[src/rtl/cfg_pkg.sv]
`timescale 1ns/1ps
package cfg_pkg;
    localparam int BYTE_W    = 8;
    localparam int NUM_BYTES = 6;
    localparam int CHAIN_W   = BYTE_W * NUM_BYTES;
    localparam int SEL_W     = 3;
    localparam int OSC_N     = 6;

    // bit positions inside byte 1 (decoded by the analog neighbours)
    localparam int SEL_LSB     = 5;
    localparam int FINE_BIT    = 2;
    localparam int MODE_BIT    = 1;
    localparam int COARSE_BIT  = 0;
endpackage

[src/rtl/cfg_shift.sv]
`timescale 1ns/1ps
module cfg_shift #(
    parameter int W = 48
) (
    input  logic         clk,
    input  logic         rst_n,
    input  logic         shift_en,
    input  logic         din,
    output logic [W-1:0] chain
);
    typedef struct packed {
        logic [W-1:0] chain;
    } shift_st_t;

    shift_st_t st_d, st_q;

    always_comb begin
        st_d = st_q;
        if (shift_en) begin
            st_d.chain = {st_q.chain[W-2:0], din};
        end
    end

    always_ff @(posedge clk or negedge rst_n) begin
        if (!rst_n) begin
            st_q <= '0;
        end else begin
            st_q <= st_d;
        end
    end

    assign chain = st_q.chain;

    // one step toward the tail, new bit at the head
    assert_shift_step_R1: assert property (@(posedge clk) disable iff (!rst_n)
        shift_en |=> (chain == {$past(chain[W-2:0]), $past(din)}));

    // no movement while shifting is off
    assert_chain_frozen_R2: assert property (@(posedge clk) disable iff (!rst_n)
        !shift_en |=> $stable(chain));
endmodule

[src/rtl/cfg_latch.sv]
`timescale 1ns/1ps
module cfg_latch #(
    parameter int W = 48
) (
    input  logic         clk,
    input  logic         rst_n,
    input  logic         en_n,
    input  logic [W-1:0] chain,
    output logic [W-1:0] image
);
    typedef struct packed {
        logic         en_n;
        logic [W-1:0] image;
    } latch_st_t;

    latch_st_t st_d, st_q;
    logic      take;

    always_comb begin
        st_d      = st_q;
        take      = en_n && !st_q.en_n;
        st_d.en_n = en_n;
        if (take) begin
            st_d.image = chain;
        end
    end

    always_ff @(posedge clk or negedge rst_n) begin
        if (!rst_n) begin
            st_q.en_n  <= 1'b1;
            st_q.image <= '0;
        end else begin
            st_q <= st_d;
        end
    end

    assign image = st_q.image;

    // the copy holds the chain as it stood before the edge
    assert_copy_on_rise_R3: assert property (@(posedge clk) disable iff (!rst_n)
        (en_n && !st_q.en_n) |=> (image == $past(chain)));

    // image untouched on every other edge
    assert_image_hold_R3: assert property (@(posedge clk) disable iff (!rst_n)
        !(en_n && !st_q.en_n) |=> $stable(image));
endmodule

[src/rtl/cfg_osc_dec.sv]
`timescale 1ns/1ps
module cfg_osc_dec #(
    parameter int SEL_W = 3,
    parameter int OSC_N = 6
) (
    input  logic [SEL_W-1:0] sel,
    output logic [OSC_N-1:0] en
);
    for (genvar i = 0; i < OSC_N; i++) begin : g_osc
        assign en[i] = (sel == SEL_W'(i + 1));
    end
endmodule

[src/rtl/cfg_serial_ctrl.sv]
`timescale 1ns/1ps
module cfg_serial_ctrl
    import cfg_pkg::*;
(
    input  logic              sclk,
    input  logic              rst_n,
    input  logic              wr_en_n,
    input  logic              sdata,
    output logic              mon_out,
    output logic [SEL_W-1:0]  osc_sel,
    output logic [OSC_N-1:0]  osc_en,
    output logic              pump_fine,
    output logic              pump_coarse,
    output logic              lvds_mode,
    output logic [BYTE_W-1:0] delay_trim,
    output logic [BYTE_W-1:0] inpk_trim,
    output logic [BYTE_W-1:0] range_trim,
    output logic [BYTE_W-1:0] outpk2_trim,
    output logic [BYTE_W-1:0] outpk1_trim
);
    localparam int TRIM_N = NUM_BYTES - 1;

    logic [CHAIN_W-1:0] chain;
    logic [CHAIN_W-1:0] image;
    logic [BYTE_W-1:0]  head_byte;
    logic [BYTE_W-1:0]  trims [TRIM_N];

    cfg_shift #(.W(CHAIN_W)) u_shift (
        .clk      (sclk),
        .rst_n    (rst_n),
        .shift_en (!wr_en_n),
        .din      (sdata),
        .chain    (chain)
    );

    cfg_latch #(.W(CHAIN_W)) u_latch (
        .clk   (sclk),
        .rst_n (rst_n),
        .en_n  (wr_en_n),
        .chain (chain),
        .image (image)
    );

    assign mon_out   = chain[CHAIN_W-1];
    assign head_byte = image[CHAIN_W-1 -: BYTE_W];

    // byte k+2 of the frame sits k+1 bytes below the tail
    for (genvar k = 0; k < TRIM_N; k++) begin : g_trim
        assign trims[k] = image[(TRIM_N-1-k)*BYTE_W +: BYTE_W];
    end

    assign osc_sel     = head_byte[SEL_LSB +: SEL_W];
    assign pump_fine   = head_byte[FINE_BIT];
    assign lvds_mode   = head_byte[MODE_BIT];
    assign pump_coarse = head_byte[COARSE_BIT];
    assign delay_trim  = trims[0];
    assign inpk_trim   = trims[1];
    assign range_trim  = trims[2];
    assign outpk2_trim = trims[3];
    assign outpk1_trim = trims[4];

    cfg_osc_dec #(.SEL_W(SEL_W), .OSC_N(OSC_N)) u_dec (
        .sel (osc_sel),
        .en  (osc_en)
    );

    // at most one oscillator enabled
    assert_osc_onehot_R7: assert property (@(posedge sclk) disable iff (!rst_n)
        $onehot0(osc_en));

    // out-of-range codes switch everything off
    assert_osc_off_R7: assert property (@(posedge sclk) disable iff (!rst_n)
        (osc_sel == '0 || int'(osc_sel) > OSC_N) |-> (osc_en == '0));

    // settings steady while a frame is being shifted in
    assert_fields_steady_R3: assert property (@(posedge sclk) disable iff (!rst_n)
        !wr_en_n |=> ($stable(osc_sel) && $stable(delay_trim) && $stable(outpk1_trim)));
endmodule

[config.mk]
export PLATFORM = sky130hd
export DESIGN_NAME = cfg_serial_ctrl
export DESIGN_NICKNAME = d
export VERILOG_FILES = /design/src/rtl/cfg_pkg.sv /design/src/rtl/cfg_shift.sv /design/src/rtl/cfg_latch.sv /design/src/rtl/cfg_osc_dec.sv /design/src/rtl/cfg_serial_ctrl.sv
export SDC_FILE = /design/constraint.sdc
export NUM_CORES = 1
export LEC_CHECK = 0
export ABC_CLOCK_PERIOD_IN_PS = 1800
export CAP_MARGIN = 20
export CORE_MARGIN = 2
export CORE_UTILIZATION = 25
export DETAILED_ROUTE_END_ITERATION = 16
export SLEW_MARGIN = 20
export SYNTH_ARGS = -nofsm -noshare
export SYNTH_HDL_FRONTEND = slang
export SYNTH_SLANG_ARGS = --single-unit
[constraint.sdc]
create_clock -name sclk -period 1.8 [get_ports sclk]
set_input_delay 0.54 -clock sclk [delete_from_list [all_inputs] [get_ports sclk]]
set_output_delay 0.54 -clock sclk [all_outputs]
set_load 0.01 [all_outputs]
Yosys cells after proc, flatten, opt, wreduce, memory -nomap -nowiden

Index checks and enable logic that the tools add are counted.

Equal/unequal tests: 6
Reductions and logical operators: 2

Operators with widths:

| kind                 | count |
|---|---|
| $eq A3 B3 Y1 const B | 3 |
| $eq A3 B2 Y1 const B | 2 |
| $eq A3 B1 Y1 const B | 1 |
| $logic_and A1 B1 Y1  | 1 |
| $logic_not A1 Y1     | 1 |

Bits in registers: 97
Bits of input ports: 4
Output and inout bits: 53
Logic and storage cells: 11

Longest topological paths before layout

Depth after elaboration: 2
Depth in mapped cells: 4
Mapped depth without buffers: 2

Cells and area by module

From an unflattened synthesis, not the netlist that was laid out.

Cell total of the unflattened synthesis: 259
Area total of the unflattened synthesis: 4200.3 µm²

Modules (own cells, without submodules):

| module          | times used | cells each | area each (µm²) | seq. area each (µm²) |
|---|---|---|---|---|
| cfg_latch       | 1          | 151        | 2283.4          | 1227.4 |
| cfg_shift       | 1          | 101        | 1860.5          | 1201.2 |
| cfg_osc_dec     | 1          | 6          | 52.6            | 0.0 |
| cfg_serial_ctrl | 1          | 1          | 3.8             | 0.0 |

Worst setup path after synthesis

Ideal clock, no wire load.

Path kind: in2reg
Start: input port wr_en_n
End: register, netlist name u_latch.image[10]
Setup time: 0.125 ns
Arrival: 1.288 ns
Data required time: 1.675 ns
Slack: 0.387 ns
Stages: 4
Path buffers: 2
Path through: nand2b_1 -> buf_2 -> buf_6 -> mux2_4

Cells in the longest elaborated chain, start to end: 1

RTL lines:

| what                | line                 | text |
|---|---|---|
| start: declaration  | cfg_serial_ctrl.sv:7 | `input logic wr_en_n,` |
| $logic_and A1 B1 Y1 | cfg_latch.sv:21      | `take = en_n && !st_q.en_n;` |

No other way between the ends.
A chain may end at the register's enable or synchronous reset.

Worst setup path after layout

Start: register, netlist name u_latch.image[46]
End: output port osc_en[0]

Cells in the longest elaborated chain, start to end: 1

RTL lines:

| what             | line                  | text |
|---|---|---|
| $eq A3 B1 Y1     | cfg_osc_dec.sv:10     | `assign en[i] = (sel == SEL_W'(i + 1));` |
| end: declaration | cfg_serial_ctrl.sv:11 | `output logic [OSC_N-1:0] osc_en,` |

No other way between the ends.

==> reports/qor.csv <==
stage;metric;value;unit
place;gpl congestion;0.623;
critical_path;Reg2Reg Setup Slack;0.45;ns
cts;Max Buffers Root-to-Sink;2;
floorplanning;Die Span Y;131;um
route;total number of vias;1909;
sta;min cycle time layout;1.74;ns
route;drt pass-1 iters;2;
finish;most frequent cells in the layout;dfrtp_1, mux2_2, mux2_4;
synthesis;Mean Syn Cell Area;16.2;um^2
synthesis;Compound-Gate Fraction of Synth Area;0;
place;Detail Placement HPWL;4030;um
synthesis;Synth Area in Adders;0;
floorplanning;io pins;57;
cts;Reg clk slew, reported paths;0.07;ns
grt;first-pass GRT wire length;11100;um
finish;# diodes;0;
sta;Final Skew;0.00710;ns
route;Remaining DRCs;0;
pwr;NetSw;1.66;mW
job;maxcap violations;0;
floorplanning;Core Footprint;15800;um^2
cts;# H-tree levels;3;
critical_path;Worst Setup End Kind;primary output;
finish;Synth-to-Final Area Change;21.8;%
cts;Clk Latency, worst-skew pair;0.34;ns
finish;footprint of the multi-input gates;1280;um^2
pwr;Sw Ratio;0.258;
synthesis;sequential fraction of the synthesis area;0.588;
route;DR WL/cell;13.3;um
sta;Slew @ Worst Pin;0.514;ns
grt;initial antenna violation count;0;
grt;vias in the first global route;2023;
critical_path;r2r endpoint;u_latch.image[47];
finish;Filler cells;1559;
critical_path;CP max FO;5;
sta;unrepaired setup endpoints after global routing;true;
status;status;complete, no violations;
route;via/cell ratio;3.86;
floorplanning;Site Rows;46;
floorplanning;Initial Utilization;0.255;
cts;TritonCTS clock tree;yes;
synthesis;Post-Syn Instances;250;
finish;share of layout cells above drive strength 1;0.484;
synthesis;Ys Warns;0;
floorplanning;Die ar.;17200;um^2
place;placed cell area;4570;um^2
synthesis;main combinational cell family by area after synthesis;multiplexers;
min_path;Worst Hold Class;in -> async;
grt;largest net degree at the start of global routing;96;
critical_path;Reg-to-Reg Start;u_latch.st_q[48];
grt;Tot GR Track Use;0.0822;
route;Starting DRT DRC Count;57;
finish;leading cell type in the layout, fill and taps excluded;dfrtp_1;
pwr;Power per Cell Area;1300;nW/um^2
sta;FMAX;573;MHz
sta;Slew Limit Fails;0;
route;DRT Wirelength;6590;um
synthesis;Post-Syn Area;4040;um^2
pwr;P_leak;2.75;nW
pwr;Tot Pwr;6.41;mW
sta;endpoints failing setup;0;
synthesis;top post-synthesis cells by area;dfrtp_1, mux2_2, mux2_4;
synthesis;post-synthesis mux area share;0.299;
finish;finished layout cell area;4930;um^2
synthesis;area share of the largest cell type after synthesis;0.582;
synthesis;XOR/XNOR Fraction of Synth Area;0;
sta;Max-slew headroom;0.657;
critical_path;required time of the worst setup path;1.26;ns
critical_path;Worst setup SP type;flip-flop;
route;Routed Antenna Nets;0;
pwr;Seq pwr share;0.474;
critical_path;kind of critical path;reg -> out;
finish;Register Area;2380;um^2
pwr;worst vdd ir;0.000468;V
critical_path;arrival time worst endpoint;1.20;ns
synthesis;Simple-Gate Fraction of Synth Area;0.0133;
cts;TritonCTS Buffers;9;
cts;Root Buffer Master;clkbuf_16;
place;IO buf count;56;
pwr;Internal;4.75;mW
cts;clock sinks;95;
sta;final worst path period share;0.969;
sta;Hold Vio Cnt, Final;0;
grt;Remaining Overflow, GRT;0;
pwr;Comb pwr share;0.225;
pwr;Clk pwr share;0.301;
synthesis;synth unique cells;12;
sta;WHS;0.227;ns
synthesis;Synth Register Bits;95;
synthesis;area leader, netlist;dfrtp_1;
synthesis;Mapped Nets;254;
floorplanning;Die W;131;um
finish;post-layout util;0.311;
finish;Final #Nets;278;
critical_path;worst-case reg-to-reg path depth;3;
[synthesized netlist by cell type (all sizes together)]
master and instances:
buf 53, and3b 2, dfrtp 94, nand2b 1, nor3b 3, nor2 1
dfstp 1, nand2 1, mux2 94
[kinds of logic (layout without fill, tap and decap cells)]
kind of cell | count (synthesis) | in the layout
flip-flops | 95 | 95
buffers and inverters | 53 | 82
AND/OR/NAND/NOR | 8 | 8
multiplexers | 94 | 94
[flip-flops by register name, indices dropped and copies added (netlist names)]
name and cells:
u_latch.st_q 1, u_shift.chain 48, u_latch.image 46
[metal layers]
layer,GRT usage,share of wire,up-vias
met5,0,0,-
met3,0.0370,0.057,12
met4,0.0380,0.019,0
met1,0.104,0.46,993
li1,-,-,868
met2,0.120,0.46,36
[metrics by stage]
stage          setup WS [ns]  cells  TNS [ns]
2_1_floorplan          0.387    250         0
3_3_place_gp          0.0732    475         0
3_5_place_dp          0.0359    475         0
4_1_cts              -0.0216    495   -0.0230
5_1_grt              -0.0211    495   -0.0278
6_report              0.0561    495         0
[power by group through the flow]
stage / sequential [mW] / clock [mW] / combinational, mW
CTS: 3.06 / 2.01 / 1.53
global route: 3.14 / 2.10 / 1.56
global placement: 3.08 / 0 / 1.54
detailed placement: 3.10 / 0 / 1.57
finish: 3.03 / 1.93 / 1.44
floorplan: 2.98 / 0 / 1.28
[how the worst max path moves through the flow]
stage | depth (start not counted) | startpoint | slack [ns] | to
6_report | 3 | u_latch.image[46] | 0.06 | osc_en[0]
5_1_grt | 3 | u_latch.image[46] | -0.02 | osc_en[0]
4_1_cts | 3 | u_latch.image[46] | -0.02 | osc_en[0]
3_5_place_dp | 2 | u_latch.image[46] | 0.04 | osc_en[0]
3_3_place_gp | 2 | u_latch.image[45] | 0.07 | osc_en[1]
2_1_floorplan | 4 | wr_en_n | 0.39 | u_latch.image[10]
[worst max-delay path: stages, from the launching register on]
cell,delay (ns)
dfrtp_2,0.43
buf_6,0.13
nor3b_2,0.14
buf_2,0.16
[layout make-up]
cell class	instances	area share
Timing Repair Buffer	66	0.141
Tap cell	216	0.0549
Clock inverter	7	0.0145
Sequential cell	95	0.483
Clock buffer	9	0.0457
Multi-Input combinational cell	102	0.261
[what timing repair did]
action | in CTS | in global routing
resized for setup | 50 | 30
buffers inserted | 4 | 0
endpoints found under the setup margin | 27 | 30
hold buffers | 0 | 0
pin swaps | 0 | 2
No activity file was read; power rests on OpenSTA's default activity.
